==> src/rtl/sdram_refresh_seq.sv <==
module sdram_refresh_seq #(
  parameter int CLK_MHZ   = 100,
  parameter int WINDOW_US = 32000,
  parameter int REFRESHES = 2048,
  parameter int TRC_CYC   = 7,
  parameter int TRP_CYC   = 3,
  parameter int BURST_LEN = 4096,
  parameter int MAX_PEND  = 8
) (
  input  logic clk,
  input  logic rst_n,
  input  logic lp_req,
  input  logic ref_gnt,
  output logic ref_req,
  output logic cmd_cs_n,
  output logic cmd_ras_n,
  output logic cmd_cas_n,
  output logic cmd_we_n,
  output logic cmd_cke,
  output logic in_self_refresh,
  output logic sr_exit_done
);
  localparam int INTERVAL = CLK_MHZ * WINDOW_US / REFRESHES;
  localparam int REC_CYC  = (TRC_CYC > TRP_CYC) ? TRC_CYC : TRP_CYC;
  localparam int TW = $clog2(INTERVAL);
  localparam int PW = $clog2(MAX_PEND + 1);
  localparam int BW = $clog2(BURST_LEN + 1);
  localparam int CW = $clog2(REC_CYC + 1);

  typedef enum logic [2:0] {S_IDLE, S_REQ, S_AR, S_REC, S_SRE, S_SR, S_SRX} st_t;
  typedef enum logic [1:0] {B_NONE, B_PRE, B_POST} bm_t;

  st_t           st;
  bm_t           bm;
  logic [TW-1:0] timer;
  logic [PW-1:0] pend;
  logic [PW:0]   pend_nx;
  logic [CW-1:0] cnt;
  logic [BW-1:0] left;
  logic          cke_q, done_q;

  wire tick     = (timer == TW'(INTERVAL - 1));
  wire burst_go = (st == S_IDLE && lp_req) || (st == S_SRX && cnt == '0);
  wire ar_fire  = (st == S_AR);
  wire dec      = ar_fire && bm == B_NONE;
  wire rec_end  = (st == S_REC) && cnt == '0;

  assign pend_nx = {1'b0, pend} + (PW+1)'(tick) - (PW+1)'(dec);

  always_ff @(posedge clk) begin
    if (!rst_n) begin
      timer <= '0;
      pend  <= '0;
    end else begin
      timer <= (burst_go || tick) ? '0 : timer + TW'(1);
      if (burst_go)
        pend <= '0;
      else if (pend_nx > (PW+1)'(MAX_PEND))
        pend <= PW'(MAX_PEND);
      else
        pend <= pend_nx[PW-1:0];
    end
  end

  always_ff @(posedge clk) begin
    if (!rst_n) begin
      st     <= S_IDLE;
      bm     <= B_NONE;
      cnt    <= '0;
      left   <= '0;
      cke_q  <= 1'b1;
      done_q <= 1'b0;
    end else begin
      cke_q  <= cmd_cke;
      done_q <= rec_end && bm == B_POST && left == '0;
      if (ar_fire && bm != B_NONE) left <= left - BW'(1);
      case (st)
        S_IDLE: begin
          if (lp_req) begin
            st   <= S_REQ;
            bm   <= B_PRE;
            left <= BW'(BURST_LEN);
          end else if (pend != '0) begin
            st <= S_REQ;
          end
        end
        S_REQ: if (ref_gnt && cke_q) st <= S_AR;
        S_AR: begin
          st  <= S_REC;
          cnt <= CW'(REC_CYC - 2);
        end
        S_REC: begin
          if (cnt != '0) begin
            cnt <= cnt - CW'(1);
          end else if (bm != B_NONE && left != '0) begin
            st <= S_REQ;
          end else if (bm == B_PRE && lp_req) begin
            st <= S_SRE;
            bm <= B_NONE;
          end else begin
            st <= S_IDLE;
            bm <= B_NONE;
          end
        end
        S_SRE: st <= S_SR;
        S_SR: begin
          if (!lp_req) begin
            st  <= S_SRX;
            cnt <= CW'(TRC_CYC - 1);
          end
        end
        S_SRX: begin
          if (cnt != '0) begin
            cnt <= cnt - CW'(1);
          end else begin
            st   <= S_REQ;
            bm   <= B_POST;
            left <= BW'(BURST_LEN);
          end
        end
        default: st <= S_IDLE;
      endcase
    end
  end

  assign ref_req         = (st != S_IDLE);
  assign cmd_cke         = !(st == S_SRE || st == S_SR);
  assign cmd_cs_n        = !(st == S_AR || st == S_SRE || st == S_REC);
  assign cmd_ras_n       = !(st == S_AR || st == S_SRE);
  assign cmd_cas_n       = !(st == S_AR || st == S_SRE);
  assign cmd_we_n        = 1'b1;
  assign in_self_refresh = (st == S_SR);
  assign sr_exit_done    = done_q;

  assert_ar_gnt_R1: assert property (@(posedge clk) disable iff (!rst_n)
    (!cmd_cs_n && !cmd_ras_n && cmd_cke) |-> ($past(ref_gnt) && $past(cmd_cke)));

  assert_pend_cap_R3: assert property (@(posedge clk) disable iff (!rst_n)
    int'(pend) <= MAX_PEND);

  assert_rec_nop_R4: assert property (@(posedge clk) disable iff (!rst_n)
    (!cmd_cs_n && !cmd_ras_n && cmd_cke) |=> (!cmd_cs_n && cmd_ras_n && cmd_cas_n && cmd_we_n));

  assert_cmd_owned_R5: assert property (@(posedge clk) disable iff (!rst_n)
    !cmd_cs_n |-> ref_req);

  assert_sr_cke_R7: assert property (@(posedge clk) disable iff (!rst_n)
    in_self_refresh |-> (!cmd_cke && cmd_cs_n && ref_req));

  assert_done_pulse_R8: assert property (@(posedge clk) disable iff (!rst_n)
    sr_exit_done |=> !sr_exit_done);
endmodule

==> config.mk <==
export PLATFORM = sky130hd
export DESIGN_NAME = sdram_refresh_seq
export DESIGN_NICKNAME = d
export VERILOG_FILES = /design/src/rtl/sdram_refresh_seq.sv
export SDC_FILE = /design/constraint.sdc
export NUM_CORES = 1
export LEC_CHECK = 0
export BUFFER_PORTS_ARGS = -buffer_cell sky130_fd_sc_hd__buf_2
export CORE_UTILIZATION = 45
export DETAILED_ROUTE_END_ITERATION = 12
export PLACE_DENSITY = 0.6
export SLEW_MARGIN = 5
export SYNTH_ARGS = -nofsm -noshare
export SYNTH_HDL_FRONTEND = slang
export SYNTH_SLANG_ARGS = --single-unit
export TNS_END_PERCENT = 1
==> constraint.sdc <==
create_clock -name clk -period 2.5 [get_ports clk]
set_input_delay 0.125 -clock clk [delete_from_list [all_inputs] [get_ports clk]]
set_output_delay 0.125 -clock clk [all_outputs]
set_load 0.005 [all_outputs]
==> impl_metrics.py, run 1 <==
metrics = {
    "outcome": {
        "status": "finished, violations left",
        "violations": "negative setup slack",
    },
    "power": {
        "p_leak_nw": 1.02,
        "ir_worst_vdd_mv": 0.693,
        "power.density_nw_per_um2": 996,
        "pwr-share-comb_pct": 52.6,
        "fin_total_pwr_mw": 2.51,
        "p_sw_mw": 0.951,
        "internal-power_mw": 1.55,
        "sw_frac_of_total_pct": 38.0,
        "p_clk_share_pct": 17.1,
        "seqPwrFrac_pct": 30.3,
    },
    "sta": {
        "grt_setup_unrepaired": "yes",
        "slew_headroom_pct": 63.1,
        "setup_viol": 2,
        "hold_ws_ps": 188,
        "hold_viol_final": 0,
        "final.period_utilization_pct": 101,
        "post-route-min-period_ps": 2510,
        "fin_skew_ps": 3.72,
        "max_freq_ghz": 0.398,
        "worst_slack_ps": -13.1,
        "worstMarginPinSlew_ps": 546,
        "slew_violations": 0,
        "setup_tns_ps": -25.8,
    },
    "die": {
        "num_io_pins": 12,
        "die_height_um": 70.9,
        "die_x_um": 70.9,
        "initial_utilization_pct": 48.1,
        "fp.coreArea_um2": 4440,
        "dieArea_um2": 5030,
        "rows": 24,
    },
    "global_route": {
        "antenna_found_initial": 0,
        "grt-ovfl-total": 0,
        "grt_use_total_pct": 18.7,
        "grt_pass1_wl_um": 7510,
        "grt_pass1_vias": 1746,
        "grt_max_degree": 23,
    },
    "synthesis": {
        "synth-seq-cells": 38,
        "syn_area_per_cell_um2": 8.48,
        "synth.cell_area_um2": 2140,
        "synth-edff-count": 0,
        "yosysUniqueCellTypes": 57,
        "synth_top_area_share_pct": 35.6,
        "syn_nets": 269,
        "synth_area_leaders": "dfxtp_1, ha_1, nor2_1, xnor2_1, xor2_1",
        "yosysSeqAreaShare_pct": 35.6,
        "syn_inst": 252,
        "yosys.area.top_type": "dfxtp_1",
        "synthArstFlopShare_pct": 0,
        "yosys_warnings": 0,
        "yosys_most_used_dff": "dfxtp_1",
    },
    "placed_design": {
        "numPortBuffers": 10,
        "gp_congestion": 0.752,
        "dp_hpwl_um": 3100,
        "dp_cells": 321,
    },
    "critical_path": {
        "r2r-end": "pend[1]",
        "endpoint_kind": "flip-flop",
        "reg2regPathDepth": 13,
        "worstReg2RegStart": "timer[1]",
        "crit_required_ps": 2670,
        "cp-start-kind": "flip-flop",
        "r2r_slack_ps": -10,
        "arrival_ps": 2680,
        "cp_max_fo": 2,
        "timing_worst_setup_path_type": "reg -> reg",
    },
    "min_path": {
        "hold_start": "rst_n",
        "min_to": "cke_q",
        "hold_path_class": "in -> reg",
        "holdPathStages": 2,
    },
    "finish": {
        "layout-drive-gt1-share_pct": 21.2,
        "stdcell_count": 330,
        "nets": 294,
        "n_antenna_cell": 0,
        "area_growth_pct": 17.7,
        "final_core_util_pct": 56.6,
    },
    "clocking": {
        "cts_tree": "done",
        "path_clk_slew_ps": 70,
        "ctsHoldBuffers": 0,
        "clk_latency_ps": 280,
        "clkSinkCount": 38,
        "cts_max_path_buffers": 2,
        "ctsHtreeMaxLevel": 2,
        "root_buffer": "clkbuf_8",
        "numCtsBuffers": 5,
    },
    "route": {
        "wl_um": 4310,
        "wl_per_cell_um": 13.1,
        "vias_per_cell": 5.47,
        "dr.pass1.iters": 4,
        "drc": 0,
        "ant_nets": 0,
        "vias": 1805,
        "drt_first_iter_violations": 83,
    },
    "run": {
        "drv_cap": 0,
    },
}
[worst max path at each step]
stage | slack (ps) | endpoint | from
CTS | -9 | pend[0] | timer[1]
floorplan | 8 | pend[2] | timer[0]
finish | -10 | pend[1] | timer[1]
detailed placement | -190 | pend[2] | timer[1]
global placement | -100 | pend[2] | timer[1]
global route | -190 | pend[0] | timer[1]
[power by group through the flow]
stage | combinational (mW) | clock, mW | sequential (mW)
after global routing | 1.47 | 0.469 | 0.775
after detailed placement | 1.18 | 0 | 0.772
after CTS | 1.20 | 0.446 | 0.759
after floorplan | 0.876 | 0 | 0.773
after global placement | 1.17 | 0 | 0.771
final | 1.32 | 0.429 | 0.759
[stage by stage]
stage	setup WS [ps]	area (um^2)
after floorplan	8.44	2140
after global placement	-98.1	2350
after detailed placement	-189	2350
after CTS	-9.46	2460
after global routing	-195	2510
final	-13.1	2510
[placed cells by master, fill, tap and decap left out, drive strengths merged, types with 2 or more instances in the layout]
cell type | synthesis | layout
and2 | 3 | 3
clkbuf | 9 | 7
xor2 | 8 | 8
nor3 | 7 | 7
nand2b | 5 | 5
nor4b | 2 | 2
nand3 | 11 | 11
a21oi | 12 | 12
nand2 | 13 | 13
or4 | 6 | 6
o31ai | 2 | 2
inv | 17 | 17
and3b | 2 | 2
or3 | 9 | 9
dfxtp | 38 | 38
xnor2 | 10 | 10
nor2 | 25 | 25
o221a | 2 | 2
nor2b | 4 | 4
or2 | 3 | 3
ha | 12 | 12
nand4 | 4 | 4
o21ai | 8 | 8
nor3b | 2 | 2
o22ai | 2 | 2
buf | 3 | 30
maj3 | 3 | 3
nor4 | 4 | 4
and3 | 4 | 4
[synth_stat cells, drive strengths merged (3+ instances only)]
library cell / count
and3: 4
inv: 17
nand4: 4
and2: 3
or4: 6
nand3: 11
or2: 3
ha: 12
maj3: 3
buf: 3
xor2: 8
or3: 9
nand2b: 5
a21oi: 12
xnor2: 10
clkbuf: 9
nand2: 13
nor2b: 4
nor3: 7
nor4: 4
o21ai: 8
nor2: 25
dfxtp: 38
[sequential cells by signal, indices dropped and copies added (netlist names)]
| name | flops |
|---|---|
| st | 3 |
| bm | 2 |
| sr_exit_done | 1 |
| left | 13 |
| cke_q | 1 |
| cnt | 3 |
| pend | 4 |
| timer | 11 |
[worst max-delay path, stage by stage, from the launching register on]
cell	delay (ps)
dfxtp_2	320
inv_1	50
ha_1	140
nor4b_4	190
nand4_1	140
ha_1	290
inv_1	50
ha_1	150
inv_1	60
fa_2	390
xnor2_2	200
nor3b_2	80
o31ai_2	280
nor3_1	70
[cells by family (layout without fill, tap and decap cells)]
logic type / after synthesis / count (layout) / synth area share (%)
other cells: 1 / 1 / 0.175
flops: 38 / 38 / 35.6
compound gates: 40 / 40 / 13.0
simple gates: 109 / 109 / 28.6
buf+inv: 29 / 55 / 5.44
mux: 1 / 1 / 0.468
fa+ha+maj: 16 / 16 / 9.37
xor+xnor: 18 / 18 / 7.38
[area by class of cell]
| cell class | count | area, um^2 |
|---|---|---|
| Tap cell | 52 | 65.1 |
| Timing Repair Buffer | 30 | 200 |
| Fill cell | 412 | 1930 |
| Sequential cell | 38 | 762 |
| Multi-Input combinational cell | 185 | 1330 |
| Clock buffer | 7 | 86.3 |
| Clock inverter | 1 | 5.00 |
| Inverter | 17 | 63.8 |
[per-layer routing]
metal  vias to the layer above  GRT usage, %  wire length, um
met5                         -             0                0
met4                         0          5.78               31
met3                         4          4.27              143
met2                        21          30.6             2010
met1                       838          24.6             2120
li1                        942             -                -
[timing repair]
action	in CTS	in global routing
resized for setup	4	8
setup endpoints to repair	4	4
pin swaps	4	5
buffers inserted	1	0
Note: power is estimated with default switching activity, not from simulation.
==> run 2: changes to the inputs <==
- CORE_UTILIZATION: 45 -> 54
- PLACE_DENSITY: 0.6 -> 0.71
==> run 2 against run 1 <==
The flow still finishes with violations (negative setup slack). Final area increased by 1.4%. Sequential power is 0.8% higher. Power grew 8.4%. Wire length rose by 1.2%. Sequential share of layout area down 0.38 points. Worst hold slack worse by 22 ps. Via count rose by 1.8%. Largest power group unchanged.
==> impl_metrics.py, run 2 (synthesized netlist as in run 1, its figures left out) <==
metrics = {
    "power": {
        "ir_worst_vdd_mv": 0.788,
        "power.density_nw_per_um2": 1060,
        "p_leak_nw": 1.03,
    },
    "sta": {
        "max_freq_ghz": 0.393,
        "setup_viol": 3,
        "worst_slack_ps": -45.8,
        "slew_headroom_pct": 61.5,
        "worstMarginPinSlew_ps": 570,
        "hold_viol_final": 0,
        "setup_tns_ps": -58.5,
        "fin_skew_ps": 9.35,
        "grt_setup_unrepaired": "yes",
        "slew_violations": 0,
        "final.period_utilization_pct": 102,
        "post-route-min-period_ps": 2550,
    },
    "finish": {
        "num-fill-cells": 313,
        "final_core_util_pct": 68.7,
        "top_regs": "left x13, timer x11, pend x4",
        "largest_register_ff_count": 13,
        "regMostFlops": "left",
        "layout_commonest_cell": "dfxtp_1",
        "layout_common_cells": "dfxtp_1, nor2_1, buf_4",
        "area_growth_pct": 19.4,
        "layout-drive-gt1-share_pct": 23.7,
        "n_antenna_cell": 0,
        "nets": 295,
    },
    "critical_path": {
        "cpPeakStageDelay_ps": 360,
        "cp_slowest_cell": "fa_2",
        "crit_family": "adder cells",
        "arrival_ps": 2760,
        "cp_max_fo": 2,
        "crit_top_cell": "inv_2",
        "reg2regPathDepth": 13,
        "worstReg2RegStart": "timer[1]",
        "cp_num_buf_inv": 3,
        "crit_required_ps": 2710,
        "cp-start-kind": "flip-flop",
        "timing_worst_setup_path_type": "reg -> reg",
        "path_cells": "inv_2, ha_4, nor4b_4, nand4_1, ha_1, inv_1, ha_2, inv_2, fa_2, xnor2_2, nor3b_2, o31ai_2, nor3_1",
        "r2r-end": "pend[0]",
        "r2r_slack_ps": -50,
        "endpoint_kind": "flip-flop",
    },
    "route": {
        "wl_per_cell_um": 13.3,
        "ant_nets": 0,
        "wl_um": 4360,
        "vias": 1838,
        "vias_per_cell": 5.62,
        "dr.pass1.iters": 5,
        "drc": 0,
        "drt_first_iter_violations": 126,
    },
    "clocking": {
        "clk_latency_ps": 290,
        "cts_tree": "done",
        "clkSinkCount": 38,
        "path_clk_slew_ps": 80,
        "numCtsBuffers": 5,
        "ctsHtreeMaxLevel": 2,
        "cts_max_path_buffers": 2,
        "root_buffer": "clkbuf_8",
    },
    "placed_design": {
        "gp_congestion": 0.837,
        "dp_hpwl_um": 2940,
        "numPortBuffers": 10,
        "place_ws_ps": -213,
    },
    "die": {
        "dieArea_um2": 4210,
        "num_io_pins": 12,
        "rows": 22,
        "fp.coreArea_um2": 3720,
        "die_x_um": 64.9,
        "initial_utilization_pct": 57.5,
        "die_height_um": 64.9,
    },
    "run": {
        "drv_cap": 0,
    },
    "outcome": {
        "status": "finished, violations left",
        "violations": "negative setup slack",
    },
    "global_route": {
        "grt-ovfl-total": 0,
        "grt_use_total_pct": 22.4,
        "grt_max_degree": 23,
        "antenna_found_initial": 0,
        "grt_pass1_vias": 1716,
        "grt_pass1_wl_um": 7290,
    },
    "min_path": {
        "holdPathStages": 2,
        "min_to": "cke_q",
        "hold_path_class": "in -> reg",
        "hold_start": "rst_n",
    },
}
[run 2: metrics by stage]
stage	instances	hold slack [ps]	power, mW	area [um^2]
6_report	327	166	2.72	2550
5_1_grt	327	163	2.90	2550
4_1_cts	326	160	2.63	2540
3_5_place_dp	316	469	1.94	2330
3_3_place_gp	316	448	1.94	2330
2_1_floorplan	252	344	1.65	2140
[run 2: timing repair]
| item | 4_1_cts | 5_1_grt |
|---|---|---|
| buffers inserted | 2 | 1 |
| pin swaps | 8 | 8 |
| cloned | 0 | 0 |
| hold buffers | 0 | 0 |
| resized for setup | 17 | 1 |
| setup endpoints to repair | 4 | 4 |
| endpoints found under the hold margin | 0 | 0 |
[run 2: cell type report]
class	instances	area [um^2]	share of cell area, %
Clock inverter	3	40.0	1.57
Sequential cell	38	763	29.9
Clock buffer	5	68.8	2.70
Multi-Input combinational cell	185	1350	52.8
Tap cell	48	60.1	2.35
Inverter	17	63.8	2.50
Timing Repair Buffer	31	208	8.14
[run 2: report_power, final]
| part | total, mW | internal [mW] | switching (mW) |
|---|---|---|---|
| clock | 0.515 | 0.294 | 0.222 |
| combinational | 1.44 | 0.705 | 0.732 |
| sequential | 0.765 | 0.700 | 0.0653 |
| total | 2.72 | 1.70 | 1.02 |
[run 2: worst max path at each step]
stage	from	end	slack (ps)	depth (start not counted)
floorplan	timer[0]	pend[2]	8	12
global placement	timer[1]	pend[2]	-60	13
detailed placement	timer[1]	pend[0]	-210	13
CTS	timer[1]	pend[2]	-40	13
global route	timer[1]	pend[0]	-180	13
finish	timer[1]	pend[0]	-50	13
[run 2: routing by layer]
| layer | routed length (um) | vias to the layer above | GRT usage [%] |
|---|---|---|---|
| li1 | - | 940 | - |
| met3 | 141 | 7 | 4.75 |
| met5 | 0 | - | 0 |
| met1 | 2150 | 854 | 27.5 |
| met2 | 2000 | 37 | 38.4 |
| met4 | 69 | 0 | 7.50 |
==> run 3: changes to the inputs <==
- CORE_UTILIZATION: 54 -> 55
- PLACE_DENSITY: 0.71 -> 0.69
- clock period: 2.5 -> 2.4 ns (I/O delays scaled with it)
==> run 3 against run 2 <==
The flow still finishes with violations (negative setup slack). Clock skew is 6.6 ps lower. Sequential share of layout area rose by 0.29 points. Critical path depth unchanged. Fmax grew 0.33%. First-iteration DRC count grew 7.9%. Global-route usage is 0.45 points higher. Combinational power is essentially flat. Power is 1.9% higher. Non-clock buffer count down 3. Cell count down 1.2%. Sequential cell count unchanged. Clock power rose by 8.7%. Largest cell class unchanged.
==> impl_metrics.py, run 3 (synthesized netlist as in run 1, its figures left out) <==
metrics = {
    "critical_path": {
        "cpPeakStageDelay_ps": 360,
        "endpoint_kind": "flip-flop",
        "r2r-end": "pend[0]",
        "crit_required_ps": 2570,
        "cp_max_fo": 2,
        "worstReg2RegStart": "timer[1]",
        "r2r_slack_ps": -140,
        "reg2regPathDepth": 13,
        "timing_worst_setup_path_type": "reg -> reg",
        "arrival_ps": 2710,
        "cp-start-kind": "flip-flop",
        "path_cells": "inv_1, ha_1, nor4b_2, nand4_1, ha_1, inv_1, ha_2, inv_1, fa_2, xnor2_2, nor3b_2, o31ai_2, nor3_1",
        "crit_top_cell": "inv_1",
        "cp_slowest_cell": "fa_2",
    },
    "die": {
        "fp.coreArea_um2": 3690,
        "rows": 22,
        "initial_utilization_pct": 57.9,
        "die_x_um": 64.3,
        "die_height_um": 64.3,
        "num_io_pins": 12,
        "dieArea_um2": 4140,
    },
    "sta": {
        "post-route-min-period_ps": 2540,
        "slew_violations": 0,
        "hold_viol_final": 0,
        "slew_headroom_pct": 61.6,
        "final.period_utilization_pct": 106,
        "max_freq_ghz": 0.394,
        "grt_setup_unrepaired": "yes",
        "setup_tns_ps": -288,
        "worst_slack_ps": -137,
        "fin_skew_ps": 2.75,
        "worstMarginPinSlew_ps": 567,
        "setup_viol": 4,
    },
    "outcome": {
        "violations": "negative setup slack",
        "status": "finished, violations left",
    },
    "finish": {
        "area_growth_pct": 18.0,
        "layout-drive-gt1-share_pct": 21.8,
        "layout_common_cells": "dfxtp_1, nor2_1, buf_4",
        "n_antenna_cell": 0,
        "regArea_um2": 762,
        "top_regs": "left x13, timer x11, pend x4",
        "regMostFlops": "left",
        "layout_commonest_cell": "dfxtp_1",
        "nets": 292,
        "largest_register_ff_count": 13,
        "multi_input_area_um2": 1340,
        "stdcell_count": 323,
        "num-fill-cells": 326,
    },
    "power": {
        "ir_worst_vdd_mv": 1.07,
        "p_leak_nw": 1.02,
        "power.density_nw_per_um2": 1100,
    },
    "global_route": {
        "grt-ovfl-total": 0,
        "grt_pass1_vias": 1667,
        "grt_max_degree": 23,
        "grt_use_total_pct": 22.8,
        "antenna_found_initial": 0,
        "grt_pass1_wl_um": 7320,
    },
    "min_path": {
        "hold_path_class": "in -> reg",
        "holdPathStages": 2,
        "hold_start": "rst_n",
        "min_to": "cke_q",
    },
    "route": {
        "ant_nets": 0,
        "dr.pass1.iters": 4,
        "wl_um": 4330,
        "wl_per_cell_um": 13.4,
        "drc": 0,
        "vias": 1816,
        "drt_first_iter_violations": 136,
        "vias_per_cell": 5.62,
    },
    "clocking": {
        "ctsHtreeMaxLevel": 2,
        "clk_latency_ps": 290,
        "clkSinkCount": 38,
        "cts_max_path_buffers": 2,
        "cts_tree": "done",
        "path_clk_slew_ps": 70,
        "numCtsBuffers": 5,
        "root_buffer": "clkbuf_8",
    },
    "placed_design": {
        "numPortBuffers": 10,
        "dp_cells": 316,
        "dp_hpwl_um": 3080,
        "gp_congestion": 0.830,
    },
    "run": {
        "drv_cap": 0,
    },
}
==> run 3: changes by cell type in the layout (fill, tap and decap cells not counted), moves of 2 or more <==
cell,previous run,this run
buf_4,21,18
clkinv_2,2,0
inv_1,15,17
inv_2,2,0
==> run 3: power breakdown <==
group | total (mW) | switching (mW) | internal [mW]
Clock | 0.560 | 0.227 | 0.333
Combinational | 1.41 | 0.741 | 0.671
Sequential | 0.796 | 0.0681 | 0.728
Total | 2.77 | 1.04 | 1.73
==> run 3: how the worst max path moves through the flow <==
stage | slack (ps) | from | to
final | -140 | timer[1] | pend[0]
after detailed placement | -70 | timer[10] | pend[1]
after global routing | -330 | timer[1] | pend[0]
after CTS | -70 | timer[1] | pend[1]
after floorplan | 30 | bm[0] | pend[0]
after global placement | -10 | timer[1] | pend[1]
==> run 3: per-layer routing <==
layer	global-route usage (%)	part of all wire, %
met1	28.7	48
met2	36.7	46
met3	6.79	3.9
met4	8.33	1.8
met5	0	0
==> run 3: timing repair <==
action / CTS / global route
pin swaps: 4 / 4
setup buffers: 0 / 0
resized for setup: 5 / 4
endpoints found under the setup margin: 4 / 4
hold buffers: 0 / 0
==> run 3: final cells by class <==
| cell class | count | area share (%) |
|---|---|---|
| clock inverter | 1 | 1.19 |
| multi-input combinational | 185 | 53.1 |
| clock buffer | 6 | 3.27 |
| timing repair buffer | 28 | 7.34 |
| tap | 48 | 2.38 |
| sequential | 38 | 30.2 |
| inverter | 17 | 2.53 |
==> run 3: metrics by stage <==
step                      setup WS, ps  utilization [%]  power, mW  cell area (um^2)  hold slack [ps]
after floorplan                   26.7                -       1.80              2180              339
after global routing              -329             68.4       2.98              2520              168
after global placement           -13.0             64.0       2.07              2360              453
after CTS                        -66.8             67.8       2.70              2500              154
after detailed placement         -68.5             64.0       2.08              2360              460
final                             -137             68.4       2.77              2520              162
==> run 3: critical path, delay by kind of cell, from the launching register on <==
kind / cells / cell delay, ps
buf+inv: 3 / 160
simple gates: 4 / 490
compound gates: 1 / 310
flops: 1 / 310
xor+xnor: 1 / 190
fa+ha+maj: 4 / 940
